**src/rtl/alu_mf_pkg.sv**
```systemverilog
package alu_mf_pkg;

    parameter int unsigned CTRL_W = 8;
    parameter int unsigned KIND_W = 4;

    typedef enum logic [1:0] {
        CLS_UPPER = 2'b00,
        CLS_SLT   = 2'b01,
        CLS_ARITH = 2'b10,
        CLS_LOGIC = 2'b11
    } fn_class_e;

    typedef enum logic [1:0] {
        LG_AND = 2'b00,
        LG_OR  = 2'b01,
        LG_XOR = 2'b10,
        LG_NOR = 2'b11
    } logic_fn_e;

    // Field order of the 8-bit control word, MSB first.
    typedef struct packed {
        fn_class_e cls;
        logic      sub;
        logic [2:0] shf;
        logic_fn_e lfn;
    } ctrl_t;

    typedef enum logic [3:0] {
        K_UPPER = 4'd0,
        K_ADD   = 4'd1,
        K_SUB   = 4'd2,
        K_SLT   = 4'd3,
        K_AND   = 4'd4,
        K_OR    = 4'd5,
        K_XOR   = 4'd6,
        K_NOR   = 4'd7
    } op_kind_e;

endpackage

```
**src/rtl/alu_mf_decode.sv**
```systemverilog
module alu_mf_decode
    import alu_mf_pkg::*;
(
    input  logic [KIND_W-1:0] kind_i,
    output ctrl_t             word_o
);

    always_comb begin
        word_o = '0;
        word_o.shf = 3'b000;
        case (kind_i)
            K_ADD: begin word_o.cls = CLS_ARITH; word_o.sub = 1'b0; end
            K_SUB: begin word_o.cls = CLS_ARITH; word_o.sub = 1'b1; end
            K_SLT: begin word_o.cls = CLS_SLT;   word_o.sub = 1'b1; end
            K_AND: begin word_o.cls = CLS_LOGIC; word_o.lfn = LG_AND; end
            K_OR:  begin word_o.cls = CLS_LOGIC; word_o.lfn = LG_OR;  end
            K_XOR: begin word_o.cls = CLS_LOGIC; word_o.lfn = LG_XOR; end
            K_NOR: begin word_o.cls = CLS_LOGIC; word_o.lfn = LG_NOR; end
            default: word_o.cls = CLS_UPPER;   // 0 and 8..15 give word 0x00
        endcase
    end

endmodule

```
**src/rtl/alu_mf_adder.sv**
```systemverilog
module alu_mf_adder #(
    parameter int unsigned DW = 32
) (
    input  logic [DW-1:0] a_i,
    input  logic [DW-1:0] b_i,
    input  logic          sub_i,
    output logic [DW-1:0] sum_o,
    output logic          zero_o,
    output logic          ovf_o,
    output logic          lt_o
);

    localparam int unsigned MSB = DW - 1;

    logic [DW-1:0] b_eff;

    always_comb begin
        b_eff  = sub_i ? ~b_i : b_i;
        sum_o  = a_i + b_eff + {{(DW-1){1'b0}}, sub_i};
        zero_o = (sum_o == '0);
        // signed overflow: effective operand signs agree, result sign differs
        ovf_o  = (a_i[MSB] == b_eff[MSB]) && (sum_o[MSB] != a_i[MSB]);
        lt_o   = sum_o[MSB] ^ ovf_o;
    end

endmodule

```
**src/rtl/alu_mf_logic.sv**
```systemverilog
module alu_mf_logic
    import alu_mf_pkg::*;
#(
    parameter int unsigned DW = 32
) (
    input  logic [DW-1:0] a_i,
    input  logic [DW-1:0] b_i,
    input  logic_fn_e     fn_i,
    output logic [DW-1:0] y_o
);

    always_comb begin
        case (fn_i)
            LG_AND:  y_o = a_i & b_i;
            LG_OR:   y_o = a_i | b_i;
            LG_XOR:  y_o = a_i ^ b_i;
            default: y_o = ~(a_i | b_i);
        endcase
    end

endmodule

```
**src/rtl/alu_mf_top.sv**
```systemverilog
module alu_mf_top
    import alu_mf_pkg::*;
#(
    parameter int unsigned DW = 32,
    parameter int unsigned IW = 16
) (
    input  logic              clk,
    input  logic              rst_n,
    input  logic              dec_en_i,
    input  logic [KIND_W-1:0] op_kind_i,
    input  logic [CTRL_W-1:0] ctrl_word_i,
    input  logic [DW-1:0]     a_i,
    input  logic [DW-1:0]     b_i,
    input  logic [IW-1:0]     imm_i,
    output logic [DW-1:0]     res_o,
    output logic              zero_o,
    output logic              ovf_o
);

    localparam int unsigned LOW_W = DW - IW;

    typedef struct packed {
        logic [DW-1:0] res;
        logic          zero;
        logic          ovf;
    } out_t;

    ctrl_t         dec_word;
    ctrl_t         eff;
    logic [DW-1:0] sum;
    logic          add_zero;
    logic          add_ovf;
    logic          add_lt;
    logic [DW-1:0] lg_y;
    out_t          st_d;
    out_t          st_q;

    alu_mf_decode u_dec (
        .kind_i (op_kind_i),
        .word_o (dec_word)
    );

    always_comb begin
        eff = dec_en_i ? dec_word : ctrl_t'(ctrl_word_i);
    end

    alu_mf_adder #(.DW(DW)) u_add (
        .a_i    (a_i),
        .b_i    (b_i),
        .sub_i  (eff.sub),
        .sum_o  (sum),
        .zero_o (add_zero),
        .ovf_o  (add_ovf),
        .lt_o   (add_lt)
    );

    alu_mf_logic #(.DW(DW)) u_lg (
        .a_i  (a_i),
        .b_i  (b_i),
        .fn_i (eff.lfn),
        .y_o  (lg_y)
    );

    always_comb begin
        st_d      = st_q;
        st_d.zero = add_zero;
        st_d.ovf  = 1'b0;
        case (eff.cls)
            CLS_UPPER: st_d.res = {imm_i, {LOW_W{1'b0}}};
            CLS_SLT:   st_d.res = {{(DW-1){1'b0}}, add_lt};
            CLS_ARITH: begin
                st_d.res = sum;
                st_d.ovf = add_ovf;
            end
            default:   st_d.res = lg_y;
        endcase
    end

    always_ff @(posedge clk) begin
        if (!rst_n) st_q <= '0;
        else        st_q <= st_d;
    end

    assign res_o  = st_q.res;
    assign zero_o = st_q.zero;
    assign ovf_o  = st_q.ovf;

    assert_rst_clear_R1: assert property (@(posedge clk)
        !rst_n |=> (res_o == '0 && !zero_o && !ovf_o));

    assert_no_overflow_R4: assert property (@(posedge clk) disable iff (!rst_n)
        eff.cls != CLS_ARITH |=> !ovf_o);

    assert_arith_zero_R5: assert property (@(posedge clk) disable iff (!rst_n)
        eff.cls == CLS_ARITH |=> (zero_o == (res_o == '0)));

    assert_slt_upper_clear_R6: assert property (@(posedge clk) disable iff (!rst_n)
        eff.cls == CLS_SLT |=> (res_o[DW-1:1] == '0));

    assert_nor_R7: assert property (@(posedge clk) disable iff (!rst_n)
        (eff.cls == CLS_LOGIC && eff.lfn == LG_NOR) |=> (res_o == ~($past(a_i) | $past(b_i))));

    assert_upper_imm_R8: assert property (@(posedge clk) disable iff (!rst_n)
        eff.cls == CLS_UPPER |=> (res_o[LOW_W-1:0] == '0 && res_o[DW-1:LOW_W] == $past(imm_i)));

    assert_dec_slt_R9: assert property (@(posedge clk) disable iff (!rst_n)
        (dec_en_i && op_kind_i == K_SLT) |=> (res_o[DW-1:1] == '0 && !ovf_o));

endmodule

```
**config.mk**
```make
export PLATFORM = sky130hd
export DESIGN_NAME = alu_mf_top
export DESIGN_NICKNAME = d
export VERILOG_FILES = /design/src/rtl/alu_mf_pkg.sv /design/src/rtl/alu_mf_decode.sv /design/src/rtl/alu_mf_adder.sv /design/src/rtl/alu_mf_logic.sv /design/src/rtl/alu_mf_top.sv
export SDC_FILE = /design/constraint.sdc
export NUM_CORES = 1
export LEC_CHECK = 0
export ABC_CLOCK_PERIOD_IN_PS = 4700
export BUFFER_PORTS_ARGS = -buffer_cell sky130_fd_sc_hd__buf_4
export CORE_ASPECT_RATIO = 1.4
export CORE_MARGIN = 4
export CORE_UTILIZATION = 30
export DETAILED_ROUTE_END_ITERATION = 10
export GPL_TIMING_DRIVEN = 0
export PLACE_DENSITY_LB_ADDON = 0.12
export SLEW_MARGIN = 20
export SYNTH_ARGS = -nofsm -noshare
export SYNTH_HDL_FRONTEND = slang
export SYNTH_HIERARCHICAL = 1
export SYNTH_SLANG_ARGS = --single-unit
export TNS_END_PERCENT = 10
```
**constraint.sdc**
```tcl
create_clock -name clk -period 4.7 [get_ports clk]
set_input_delay 0.235 -clock clk [delete_from_list [all_inputs] [get_ports clk]]
set_output_delay 0.235 -clock clk [all_outputs]
set_load 0.02 [all_outputs]
```
==> flow_metrics.py, run 1 <==
metrics = {
    "outcome": {
        "status": "complete, no violations",
    },
    "route": {
        "totalWireLength_mm": 18.04,
        "viasPerCell": 4.820,
        "routedWlPerCell_um": 16.22,
        "drtIter0Drc": 193,
        "vias": 5360,
        "detail-route-antenna-nets": 0,
        "drc": 0,
        "dr.pass1.iters": 4,
    },
    "global_routing": {
        "gr-total-overflow": 0,
        "grt_max_degree": 11,
        "antenna_found_initial": 0,
        "grtUsageTotal_pct": 16.35,
        "grt_pass1_wl_mm": 28.73,
        "grt_pass1_vias": 5537,
    },
    "cells_and_area": {
        "ff_latch_area_um2": 680.7,
        "nFillCells": 2099,
        "multi_input_area_um2": 4647,
        "drive_gt1_share_pct": 25.00,
        "final_nets": 1056,
        "area_growth_pct": 24.37,
        "n_antenna_cell": 0,
    },
    "critical_path": {
        "cp-end-kind": "flop",
        "path_max_fanout": 10,
        "arrival_ps": 4580,
        "critPathRequiredTime_ps": 4940,
        "start_kind": "input pin",
        "path_class": "in2reg",
    },
    "cts": {
        "clock_tree.buffer_depth": 2,
        "post_cts_buffers": 0,
        "cts_inserted_buffers": 5,
        "cts_tree": "yes",
        "htree_levels": 2,
        "clk_pin_slew_ps": 60,
        "cts.sinks": 34,
        "holdBufCountCts": 0,
        "root_buffer": "clkbuf_16",
        "cts_resized": 6,
    },
    "timing": {
        "min_period_over_period_pct": 92.40,
        "final_hold_viol_count": 0,
        "post-route-min-period_ps": 4343,
        "slew_violations": 0,
        "hold_ws_ps": 196.0,
        "setup_viol": 0,
        "rsz0062_at_grt": "false",
        "tightest_slew_ps": 693.8,
        "slew_headroom_pct": 53.75,
        "max_freq_mhz": 230.3,
        "setup_ws_ps": 357.0,
    },
    "placement": {
        "gp_congestion": 0.8380,
        "port_buffers": 124,
        "dp_hpwl_mm": 15.02,
        "pre_cts_ws_ps": -485.2,
    },
    "synth": {
        "syn_avg_cell_area_um2": 8.010,
        "yosys_warnings": 6,
        "syn-cell-area_um2": 5863,
        "synth_cells": 732,
        "syn-num-nets": 925,
    },
    "worst_hold_path": {
        "holdPathStages": 2,
        "hold_path_class": "in2reg",
        "hold_end": "zero_o",
        "min_from": "rst_n",
    },
    "floorplanning": {
        "die_area_um2": 21880,
        "rows": 60,
        "pin_count": 129,
        "die_h_um": 173.4,
        "start_util_pct": 30.51,
        "fp.dieW_um": 126.2,
        "fp.coreArea_um2": 19220,
    },
    "power_and_ir_drop": {
        "worst_ir_drop_vdd_v": 0.0001142,
        "powerDensity_nw_per_um2": 237.1,
        "p_leak_nw": 3.619,
    },
    "job": {
        "max_cap_viol_count": 0,
    },
}
==> metrics by stage <==
step | instances | util, % | area (um^2) | setup TNS, ps | power [mW]
floorplan | 732 | - | 5863 | 0 | 1.027
global placement | 1104 | 36.97 | 7104 | -1063 | 1.348
detailed placement | 1104 | 36.97 | 7104 | -980.6 | 1.349
CTS | 1112 | 37.92 | 7288 | 0 | 1.760
global route | 1112 | 37.94 | 7292 | 0 | 1.879
finish | 1112 | 37.94 | 7292 | 0 | 1.729
==> power breakdown <==
group | total (mW) | switching (mW) | internal (mW)
logic | 1.01 | 0.572 | 0.439
registers | 0.328 | 0.00836 | 0.320
clock network | 0.389 | 0.149 | 0.241
total | 1.73 | 0.729 | 1.00
==> layout make-up <==
type,count,share of cell area (%)
timing repair buffer,124,12.77
tap,248,4.255
buffer,38,3.620
inverter,78,4.015
multi-input combinational,582,63.73
sequential,34,9.334
clock buffer,8,2.282
==> state kept, by name, summed over array words and instances (netlist names) <==
| name | flops |
|---|---|
| res_o | 32 |
| ovf_o | 1 |
| zero_o | 1 |
==> layer usage <==
layer  part of all wire [%]  global-route usage (%)  vias up
met5                      0                       0        -
met4                    1.9                   4.517        0
met3                    4.0                   2.713       20
met2                     50                   29.53      113
met1                     44                   19.84     2417
li1                       -                       -     2810
==> placed cells by master (no fill, tap or decap), types with 5 or more instances in the layout <==
| cell | count |
|---|---|
| xnor2_1 | 14 |
| clkbuf_1 | 7 |
| buf_4 | 125 |
| mux2_4 | 28 |
| o21ai_1 | 32 |
| o2bb2ai_1 | 16 |
| nand3_1 | 16 |
| a21o_1 | 6 |
| a22o_1 | 15 |
| dfxtp_1 | 34 |
| a21oi_1 | 31 |
| buf_6 | 8 |
| ha_1 | 97 |
| or3_1 | 5 |
| nor3_1 | 11 |
| nor2_1 | 19 |
| xor2_1 | 42 |
| o21ai_0 | 43 |
| mux2i_1 | 19 |
| nor2b_1 | 9 |
| buf_1 | 5 |
| nand2_1 | 83 |
| o21bai_1 | 7 |
| and2_1 | 8 |
| buf_2 | 12 |
| inv_1 | 78 |
| clkbuf_16 | 5 |
==> how the worst max path moves through the flow <==
stage / start / slack [ps] / endpoint / cells past startpoint
2_1_floorplan: dec_en_i / 880 / zero_o / 16
3_3_place_gp: op_kind_i[3] / -520 / zero_o / 18
3_5_place_dp: op_kind_i[3] / -490 / zero_o / 18
4_1_cts: op_kind_i[1] / 60 / zero_o / 18
5_1_grt: op_kind_i[3] / 20 / zero_o / 17
6_report: op_kind_i[1] / 360 / zero_o / 17
==> worst max-delay path, cell delays in order <==
cell             delay [ps]
buf_4                   120
nor3b_1                 130
mux2_2                  260
buf_2                   160
clkdlybuf4s15_2         390
xor2_1                  260
ha_1                    360
a21oi_1                 150
a21boi_0                140
nor4_4                  540
nand2_2                  90
xor2_1                  210
or4_1                   610
nor4_1                  320
nand4b_1                190
nor4_2                  260
and2_1                  150
Note: power is estimated with default switching activity, not from simulation.
==> inputs of run 2 (changes only) <==
Settings changed: ABC_CLOCK_PERIOD_IN_PS 4700 to 4600.
Clock period 4.7 ns to 4.6 ns, I/O delays scaled along.
==> run 2 against run 1 <==
Compared with the run above: final cell count up 0.18%; die area did not move; sequential share of layout area about the same; largest cell class unchanged.
==> flow_metrics.py, run 2 (synthesis gave the netlist of run 1 again) <==
metrics = {
    "outcome": {
        "status": "complete, no violations",
    },
    "cts": {
        "cts.sinks": 34,
        "clk_pin_slew_ps": 60,
        "htree_levels": 2,
        "root_buffer": "clkbuf_16",
        "cts_inserted_buffers": 5,
        "holdBufCountCts": 0,
        "clock_tree.buffer_depth": 2,
        "cts_tree": "yes",
    },
    "timing": {
        "setup_viol": 0,
        "slew_headroom_pct": 52.80,
        "slew_violations": 0,
        "setup_ws_ps": 258.2,
        "min_period_over_period_pct": 94.39,
        "tightest_slew_ps": 708.0,
        "final_hold_viol_count": 0,
        "max_freq_mhz": 230.3,
        "post-route-min-period_ps": 4342,
        "hold_ws_ps": 190.9,
    },
    "critical_path": {
        "start_kind": "input pin",
        "path_class": "in2reg",
        "path_cells": "buf_4, nor3b_1, mux2_2, buf_2, clkdlybuf4s18_2, xor2_1, ha_1, buf_2, a21oi_1, o211ai_1, a21boi_1, o21ai_1, a21oi_1, xnor2_1, nor4_1, nand4b_1, nor4_2, and2_1",
        "arrival_ps": 4580,
        "path_max_fanout": 10,
        "path_buf_inv": 4,
        "setup.worst_path.start": "op_kind_i[1]",
        "cp_slowest_cell": "nor4_1",
        "critPathRequiredTime_ps": 4840,
        "cp-end-kind": "flop",
        "critPathMaxStageDelay_ps": 480,
        "crit_family": "compound AO/OA/AOI/OAI gates",
    },
    "floorplanning": {
        "die_area_um2": 21880,
        "fp.coreArea_um2": 19220,
        "pin_count": 129,
        "die_h_um": 173.4,
        "start_util_pct": 30.51,
        "fp.dieW_um": 126.2,
        "rows": 60,
    },
    "cells_and_area": {
        "mostFrequentLayoutCells": "buf_4 (127), ha_1 (97), nand2_1 (83), inv_1 (78), o21ai_0 (43)",
        "area_growth_pct": 24.63,
        "n_antenna_cell": 0,
        "largest_register_ffs": 32,
        "stdcell_count": 1114,
        "final_common_cell": "buf_4",
        "multi_input_area_um2": 4648,
        "ff_latch_area_um2": 680.7,
        "final_nets": 1058,
        "drive_gt1_share_pct": 25.17,
        "nFillCells": 2097,
    },
    "route": {
        "detail-route-antenna-nets": 0,
        "routedWlPerCell_um": 16.18,
        "viasPerCell": 4.818,
        "dr.pass1.iters": 4,
        "drtIter0Drc": 216,
        "drc": 0,
        "totalWireLength_mm": 18.03,
        "vias": 5367,
    },
    "placement": {
        "pre_cts_ws_ps": -580.2,
        "dp_cells": 1104,
        "port_buffers": 124,
        "dp_hpwl_mm": 15.02,
        "gp_congestion": 0.8380,
    },
    "global_routing": {
        "grt_pass1_vias": 5537,
        "use_met1_pct": 19.84,
        "antenna_found_initial": 0,
        "use_met3_pct": 2.713,
        "use_met2_pct": 29.53,
        "busiest_layer": "met2",
        "grtUsageTotal_pct": 16.35,
        "grt_max_degree": 11,
        "grt_pass1_wl_mm": 28.73,
        "gr-total-overflow": 0,
    },
    "power_and_ir_drop": {
        "worst_ir_drop_vdd_v": 0.0001166,
        "power.total_mw": 1.774,
        "p_leak_nw": 3.629,
        "powerDensity_nw_per_um2": 242.8,
    },
    "worst_hold_path": {
        "hold_path_class": "in2reg",
        "min_from": "rst_n",
        "holdPathStages": 2,
        "hold_end": "zero_o",
    },
    "job": {
        "max_cap_viol_count": 0,
    },
}
run 2: cell types whose count changed in the layout (fill, tap and decap cells not counted):
cell	before	now
a2111oi_0	1	0
a2111oi_1	0	1
buf_4	125	127
clkdlybuf4s15_2	1	0
clkdlybuf4s18_2	1	2
run 2: worst max-delay path by stage:
| stage | end | slack [ps] | cells past startpoint |
|---|---|---|---|
| 6_report | zero_o | 260 | 18 |
| 5_1_grt | zero_o | -8 | 18 |
| 4_1_cts | zero_o | 80 | 18 |
| 3_5_place_dp | zero_o | -580 | 18 |
| 3_3_place_gp | zero_o | -620 | 18 |
| 2_1_floorplan | zero_o | 780 | 16 |
run 2: power by group:
| part | internal [mW] | switching [mW] | total, mW |
|---|---|---|---|
| clock | 0.246 | 0.153 | 0.399 |
| sequential | 0.327 | 0.00854 | 0.335 |
| combinational | 0.453 | 0.586 | 1.04 |
run 2: final cells by class:
cell class / instances / area share (%)
multi-input combinational: 582 / 63.61
timing repair buffer: 126 / 12.95
sequential: 34 / 9.315
tap: 248 / 4.247
inverter: 78 / 4.007
buffer: 38 / 3.596
clock buffer: 8 / 2.277
run 2: metal layers:
layer	vias to the layer above	part of all wire [%]
met1	2425	44
met2	107	50
met3	20	3.5
li1	2815	-
met5	-	0
met4	0	1.9
run 2: per-stage QoR:
stage	area, um^2	TNS (ps)	utilization [%]
floorplan	5863	0	-
finish	7307	0	38.02
detailed placement	7104	-1411	36.97
global placement	7104	-1484	36.97
CTS	7288	0	37.92
global route	7307	-8.384	38.02
run 2: what timing repair did:
item                       CTS  global route
setup buffers                0             2
resized for setup            7             5
pin swaps                    0             1
setup endpoints to repair    2             1
